**src/rtl/cbag_pkg.sv**
```systemverilog
package cbag_pkg;

  // Register bank codes for the configuration port
  typedef enum logic [1:0] {
    BANK_IDX  = 2'd0,
    BANK_MOD  = 2'd1,
    BANK_LEN  = 2'd2,
    BANK_BASE = 2'd3
  } cbag_bank_e;

endpackage

```
**src/rtl/cbag_regfile.sv**
```systemverilog
module cbag_regfile
  import cbag_pkg::*;
#(
  parameter int AW    = 32,
  parameter int NSLOT = 8
) (
  input  logic                     clk,
  input  logic                     rst_n,
  input  logic                     cfg_we,
  input  logic [1:0]               cfg_bank,
  input  logic [$clog2(NSLOT)-1:0] cfg_sel,
  input  logic [AW-1:0]            cfg_wdata,
  input  logic                     wb_en,
  input  logic [$clog2(NSLOT)-1:0] wb_sel,
  input  logic [AW-1:0]            wb_data,
  input  logic [$clog2(NSLOT)-1:0] rd_sel,
  input  logic [$clog2(NSLOT)-1:0] rd_mod_sel,
  output logic [AW-1:0]            cfg_rdata,
  output logic [AW-1:0]            ptr_rd,
  output logic [AW-1:0]            mod_rd,
  output logic [AW-1:0]            len_rd,
  output logic [AW-1:0]            base_rd,
  output logic [AW-1:0]            idx_q [NSLOT]
);

  localparam int SELW = $clog2(NSLOT);

  cbag_bank_e bank;
  assign bank = cbag_bank_e'(cfg_bank);

  logic [AW-1:0] mod_q  [NSLOT];
  logic [AW-1:0] len_q  [NSLOT];
  logic [AW-1:0] base_q [NSLOT];

  for (genvar i = 0; i < NSLOT; i++) begin : g_slot
    logic          hit;
    logic          idx_en, mod_en, len_en, base_en;
    logic [AW-1:0] idx_d;
    logic [AW-1:0] idx_r, mod_r, len_r, base_r;

    assign hit = cfg_we && (cfg_sel == SELW'(i));

    // Next-state: configuration access outranks pointer write-back
    always_comb begin
      idx_en = 1'b0;
      idx_d  = idx_r;
      if (hit && (bank == BANK_IDX || bank == BANK_BASE)) begin
        idx_en = 1'b1;
        idx_d  = cfg_wdata;
      end else if (wb_en && (wb_sel == SELW'(i))) begin
        idx_en = 1'b1;
        idx_d  = wb_data;
      end
    end

    always_comb begin
      mod_en  = hit && (bank == BANK_MOD);
      len_en  = hit && (bank == BANK_LEN);
      base_en = hit && (bank == BANK_BASE);
    end

    always_ff @(posedge clk or negedge rst_n) begin
      if (!rst_n) begin
        idx_r <= '0;
      end else if (idx_en) begin
        idx_r <= idx_d;
      end
    end

    always_ff @(posedge clk or negedge rst_n) begin
      if (!rst_n) begin
        mod_r <= '0;
      end else if (mod_en) begin
        mod_r <= cfg_wdata;
      end
    end

    always_ff @(posedge clk or negedge rst_n) begin
      if (!rst_n) begin
        len_r <= '0;
      end else if (len_en) begin
        len_r <= cfg_wdata;
      end
    end

    always_ff @(posedge clk or negedge rst_n) begin
      if (!rst_n) begin
        base_r <= '0;
      end else if (base_en) begin
        base_r <= cfg_wdata;
      end
    end

    assign idx_q[i]  = idx_r;
    assign mod_q[i]  = mod_r;
    assign len_q[i]  = len_r;
    assign base_q[i] = base_r;
  end

  // Read multiplexers for the address path
  assign ptr_rd  = idx_q[rd_sel];
  assign len_rd  = len_q[rd_sel];
  assign base_rd = base_q[rd_sel];
  assign mod_rd  = mod_q[rd_mod_sel];

  // Configuration read-back
  always_comb begin
    unique case (bank)
      BANK_IDX:  cfg_rdata = idx_q[cfg_sel];
      BANK_MOD:  cfg_rdata = mod_q[cfg_sel];
      BANK_LEN:  cfg_rdata = len_q[cfg_sel];
      BANK_BASE: cfg_rdata = base_q[cfg_sel];
      default:   cfg_rdata = '0;
    endcase
  end

endmodule

```
**src/rtl/cbag_wrap.sv**
```systemverilog
module cbag_wrap #(
  parameter int AW = 32
) (
  input  logic [AW-1:0]        ptr,
  input  logic [AW-1:0]        step,
  input  logic [AW-1:0]        len,
  input  logic [AW-1:0]        base,
  output logic signed [AW+1:0] upd_full
);

  localparam int SW = AW + 2;

  logic signed [SW-1:0] sum_x, lo_x, hi_x, len_x;
  logic                 circ;

  always_comb begin
    sum_x = $signed({2'b00, ptr}) + $signed({{2{step[AW-1]}}, step});
    len_x = $signed({2'b00, len});
    lo_x  = $signed({2'b00, base});
    hi_x  = lo_x + len_x;
    circ  = (len != '0);
  end

  // Fold back by one buffer length when leaving the window
  always_comb begin
    if (circ && (sum_x >= hi_x)) begin
      upd_full = sum_x - len_x;
    end else if (circ && (sum_x < lo_x)) begin
      upd_full = sum_x + len_x;
    end else begin
      upd_full = sum_x;
    end
  end

endmodule

```
**src/rtl/cbag_ctrl.sv**
```systemverilog
module cbag_ctrl #(
  parameter int AW = 32
) (
  input  logic          clk,
  input  logic          rst_n,
  input  logic          gen_req,
  input  logic          gen_pre,
  input  logic          gen_use_imm,
  input  logic [AW-1:0] gen_imm,
  input  logic [AW-1:0] mod_rd,
  input  logic [AW-1:0] ptr_rd,
  input  logic [AW-1:0] upd,
  output logic [AW-1:0] eff_mod,
  output logic          wb_en,
  output logic [AW-1:0] wb_data,
  output logic          addr_valid,
  output logic [AW-1:0] addr_out
);

  logic [AW-1:0] addr_d, addr_q;
  logic          vld_d, vld_q;
  logic          addr_en;

  assign eff_mod = gen_use_imm ? gen_imm : mod_rd;
  assign wb_en   = gen_req && !gen_pre;
  assign wb_data = upd;

  always_comb begin
    addr_en = gen_req;
    addr_d  = gen_pre ? upd : ptr_rd;
    vld_d   = gen_req;
  end

  always_ff @(posedge clk or negedge rst_n) begin
    if (!rst_n) begin
      addr_q <= '0;
    end else if (addr_en) begin
      addr_q <= addr_d;
    end
  end

  always_ff @(posedge clk or negedge rst_n) begin
    if (!rst_n) begin
      vld_q <= 1'b0;
    end else begin
      vld_q <= vld_d;
    end
  end

  assign addr_valid = vld_q;
  assign addr_out   = addr_q;

endmodule

```
**src/rtl/cbuf_addr_gen.sv**
```systemverilog
module cbuf_addr_gen #(
  parameter int AW    = 32,
  parameter int NSLOT = 8
) (
  input  logic                     clk,
  input  logic                     rst_n,
  input  logic                     gen_req,
  input  logic                     gen_pre,
  input  logic [$clog2(NSLOT)-1:0] gen_ptr_sel,
  input  logic [$clog2(NSLOT)-1:0] gen_mod_sel,
  input  logic                     gen_use_imm,
  input  logic [AW-1:0]            gen_imm,
  input  logic                     cfg_we,
  input  logic [1:0]               cfg_bank,
  input  logic [$clog2(NSLOT)-1:0] cfg_sel,
  input  logic [AW-1:0]            cfg_wdata,
  output logic [AW-1:0]            cfg_rdata,
  output logic                     addr_valid,
  output logic [AW-1:0]            addr_out
);

  localparam int SELW = $clog2(NSLOT);

  // Reset: asserted asynchronously, released on a clock edge
  logic [1:0] rst_sync;
  logic       rst_sync_n;

  always_ff @(posedge clk or negedge rst_n) begin
    if (!rst_n) begin
      rst_sync <= 2'b00;
    end else begin
      rst_sync <= {rst_sync[0], 1'b1};
    end
  end
  assign rst_sync_n = rst_sync[1];

  logic [AW-1:0]        sel_ptr, sel_mod, sel_len, sel_base;
  logic [AW-1:0]        eff_mod, upd, wb_data;
  logic signed [AW+1:0] upd_full;
  logic                 wb_en;
  logic [AW-1:0]        idx_q [NSLOT];
  logic [SELW-1:0]      wb_sel;

  assign wb_sel = gen_ptr_sel;
  assign upd    = upd_full[AW-1:0];

  cbag_regfile #(.AW(AW), .NSLOT(NSLOT)) u_regs (
    .clk        (clk),
    .rst_n      (rst_sync_n),
    .cfg_we     (cfg_we),
    .cfg_bank   (cfg_bank),
    .cfg_sel    (cfg_sel),
    .cfg_wdata  (cfg_wdata),
    .wb_en      (wb_en),
    .wb_sel     (wb_sel),
    .wb_data    (wb_data),
    .rd_sel     (gen_ptr_sel),
    .rd_mod_sel (gen_mod_sel),
    .cfg_rdata  (cfg_rdata),
    .ptr_rd     (sel_ptr),
    .mod_rd     (sel_mod),
    .len_rd     (sel_len),
    .base_rd    (sel_base),
    .idx_q      (idx_q)
  );

  cbag_wrap #(.AW(AW)) u_wrap (
    .ptr      (sel_ptr),
    .step     (eff_mod),
    .len      (sel_len),
    .base     (sel_base),
    .upd_full (upd_full)
  );

  cbag_ctrl #(.AW(AW)) u_ctrl (
    .clk         (clk),
    .rst_n       (rst_sync_n),
    .gen_req     (gen_req),
    .gen_pre     (gen_pre),
    .gen_use_imm (gen_use_imm),
    .gen_imm     (gen_imm),
    .mod_rd      (sel_mod),
    .ptr_rd      (sel_ptr),
    .upd         (upd),
    .eff_mod     (eff_mod),
    .wb_en       (wb_en),
    .wb_data     (wb_data),
    .addr_valid  (addr_valid),
    .addr_out    (addr_out)
  );

endmodule

```
**config.mk**
```make
export PLATFORM = sky130hd
export DESIGN_NAME = cbuf_addr_gen
export DESIGN_NICKNAME = d
export VERILOG_FILES = /design/src/rtl/cbag_pkg.sv /design/src/rtl/cbag_regfile.sv /design/src/rtl/cbag_wrap.sv /design/src/rtl/cbag_ctrl.sv /design/src/rtl/cbuf_addr_gen.sv
export SDC_FILE = /design/constraint.sdc
export NUM_CORES = 2
export LEC_CHECK = 0
export ABC_CLOCK_PERIOD_IN_PS = 76900
export BUFFER_PORTS_ARGS = -buffer_cell sky130_fd_sc_hd__buf_2
export CAP_MARGIN = 20
export CORE_ASPECT_RATIO = 0.6
export CORE_MARGIN = 2
export CORE_UTILIZATION = 65
export CTS_CLUSTER_SIZE = 16
export DETAILED_ROUTE_END_ITERATION = 8
export GPL_TIMING_DRIVEN = 0
export PLACE_DENSITY = 0.82
export REMOVE_ABC_BUFFERS = 1
export SYNTH_ARGS = -nofsm -noshare
export SYNTH_HDL_FRONTEND = slang
export SYNTH_HIERARCHICAL = 1
export SYNTH_SLANG_ARGS = --single-unit
```
**constraint.sdc**
```tcl
create_clock -name clk -period 76.9 [get_ports clk]
set_input_delay 7.69 -clock clk [delete_from_list [all_inputs] [get_ports clk]]
set_output_delay 7.69 -clock clk [all_outputs]
set_load 0.03 [all_outputs]
```
==> results.yml <==
outcome:
  status: "finished, final reports clean"
power_and_ir_drop:
  p_sw_w: 0.00126
  comb_power_share_pct: 52.6
  power.internal_w: 0.00159
  seqPwrFrac_pct: 29.1
  pwr-share-clk_pct: 18.4
  vdd_drop_max_v: 0.0000407
  p_leak_nw: 32.1
  switching_share_pct: 44.3
  p_per_area_mw_per_mm2: 39.1
clock_network:
  cts_buffers: 99
  postCtsSetupBuffers: 0
  post_cts_resized: 0
  cts_sinks: 1059
  htree_levels: 3
  path_clk_slew_ns: 0.07
  clock-root-buffer: "clkbuf_16"
  holdBufCountCts: 0
  tritoncts: "built"
  clock_path_buffers: 3
  clkLatencyLatePin_ns: 0.76
global_routing:
  antenna_found_initial: 13
  grt_max_degree: 99
  grt_util_all_layers_pct: 41.4
  grt_pass1_vias: 49626
  grt_pass1_wl_microns: 324000
  grt_overflow: 0
timing:
  holdWs_ns: 0.350
  skew_ns: 0.0390
  fmax_mhz: 52.8
  slew_viol_final: 0
  setup_viol: 0
  finalCriticalPeriod_ns: 18.95
  fin_setup_tns_ns: 0
  relSlewSlack_pct: 19.4
  worst_pin_slew_ns: 1.21
  rsz0062_at_grt: "false"
  post-route-period-util_pct: 24.6
  worst_slack_ns: 57.95
  hold_viol: 0
logic_synthesis:
  synth_warnings: 6
  syn_area_sq_mm: 0.0671
  syn_avg_cell_area_sq_um: 12.4
  synthCells: 5420
cells_and_area:
  multi_input_area_sq_mm: 0.0378
  register_area_sq_mm: 0.0265
  n_fill_cell: 6653
  synthToLayoutAreaGrowth_pct: 8.66
  postLayoutCellArea_sq_mm: 0.0730
  drive_gt1_share_pct: 36.2
  layout.nets: 5512
critical_path:
  crit_top_cell: "buf_2"
  critPathKind: "input port to output pin"
  ff2ff_setup_slack_ns: 66.55
  critPathMaxFanout: 32
  start_kind: "input port"
  cp.required_ns: 69.21
  crit_chain: "buf_2, ha_4, nand3b_1, o22ai_1, a2111oi_0, a32oi_1, buf_2"
  r2r_start: "u_regs/g_slot[7].mod_r[0]$_DFFE_PN0P_"
  reg2reg_depth: 31
  cp_slowest_cell: "nand3b_1"
  rr_endpoint: "u_ctrl/addr_out[25]$_DFFE_PN0P_"
  cp_top_family: "compound AO/OA/AOI/OAI gates"
  end_kind: "output pin"
  cp.arrival_ns: 11.26
  critPathMaxStageDelay_ns: 0.83
  cp.buffers_inverters: 2
die:
  io_pins: 146
  start_util_pct: 65.5
  rows: 91
  die_y_microns: 253
  die-area_sq_mm: 0.106
  die_w_microns: 419
  core_sq_mm: 0.103
drt:
  viasPerCell: 7.45
  drcViolationCount: 0
  totalWireLength_microns: 219000
  routedWlPerCell_microns: 32.5
  drtAntennaViolNets: 0
  firstDrtPassIters: 7
  vias: 50075
  drt_iter0_markers: 6554
placement:
  port_buffers: 145
  placed_area_sq_mm: 0.0696
  place_congestion: 1.02
  dp_slack_ns: 57.99
  dp.final_hpwl_microns: 145000
worst_hold_path:
  hold_path.class: "register to register"
  hold_end: "rst_sync[1]$_DFF_PN0_"
  hold_start: "rst_sync[0]$_DFF_PN0_"
  hold_depth: 0
job:
  drv_cap: 0
## stage by stage
stage | utilization, % | power (W) | std cells
floorplan | - | 0.00178 | 4881
detailed placement | 67.8 | 0.00224 | 6531
global route | 71.1 | 0.00296 | 6717
CTS | 71.1 | 0.00278 | 6714
global placement | 65.3 | 0.00219 | 6421
finish | 71.1 | 0.00285 | 6723
## power by group through the flow
stage	logic, W	registers [W]	clock network [W]
floorplan	0.000962	0.000816	0
global placement	0.00136	0.000829	0
detailed placement	0.00142	0.000827	0
CTS	0.00143	0.000822	0.000525
global route	0.00157	0.000843	0.000547
finish	0.00150	0.000828	0.000524
## sequential cells by signal (all words and copies together) (netlist names)
signal / count
u_regs/g_slot.mod_r: 256
u_regs/g_slot.len_r: 256
u_regs/g_slot.base_r: 256
u_ctrl/addr_valid: 1
u_ctrl/addr_out: 32
u_regs/g_slot.idx_r: 256
rst_sync: 2
## how the worst max path moves through the flow
stage,start,to,cells after the start
2_1_floorplan,rst_sync[1]$_DFF_PN0_,u_ctrl/addr_out[0]$_DFFE_PN0P_,0
3_3_place_gp,rst_sync[1]$_DFF_PN0_,u_regs/g_slot[2].mod_r[29]$_DFFE_PN0P_,0
5_1_grt,cfg_sel[0],cfg_rdata[19],7
4_1_cts,cfg_sel[0],cfg_rdata[19],7
6_report,cfg_bank[0],cfg_rdata[19],7
3_5_place_dp,cfg_sel[0],cfg_rdata[19],7
## layer usage
| metal | track usage [%] | vias to the layer above | part of all wire [%] |
|---|---|---|---|
| met2 | 56.5 | 3629 | 41 |
| met1 | 57.7 | 25526 | 38 |
| met5 | 0 | - | 0.058 |
| li1 | - | 20144 | - |
| met3 | 16.5 | 762 | 15 |
| met4 | 20.3 | 14 | 5.6 |
## layout make-up
| cell class | count | share of cell area (%) |
|---|---|---|
| diodes | 7 | 0.0240 |
| well taps | 1395 | 2.39 |
| multi-input cells | 3700 | 51.9 |
| inverters | 122 | 0.628 |
| flip-flops and latches | 1059 | 36.3 |
| clock buffers | 147 | 4.09 |
| repair buffers | 257 | 4.13 |
| clock inverters | 36 | 0.547 |
## cells in the final DEF (no fill, tap or decap), types with 13 or more instances in the layout
cell and count:
buf_16 42, nor2_1 139, nor4_1 15, buf_12 17, a211oi_1 28, nand4_1 18, a21o_1 35, nand3_1 19
clkbuf_1 20, dfrtp_1 1058, a22oi_1 19, a32oi_1 26, nor2b_1 18, mux2i_1 402, o221ai_1 26, buf_6 17
o21ai_0 314, nand2_4 14, mux2_2 935, o21a_1 13, nand2_1 341, a221o_1 26, clkinv_2 15, a21oi_1 202
clkbuf_16 103, xnor2_1 33, nand2b_1 20, buf_2 136, o21bai_1 26, o211ai_1 23, buf_8 41, a22o_1 41
mux4_2 472, o22ai_1 24, inv_1 121, xor2_1 20, nor3_1 36, ha_1 186, clkbuf_8 24, a221oi_1 15
Note: power is estimated with default switching activity, not from simulation.
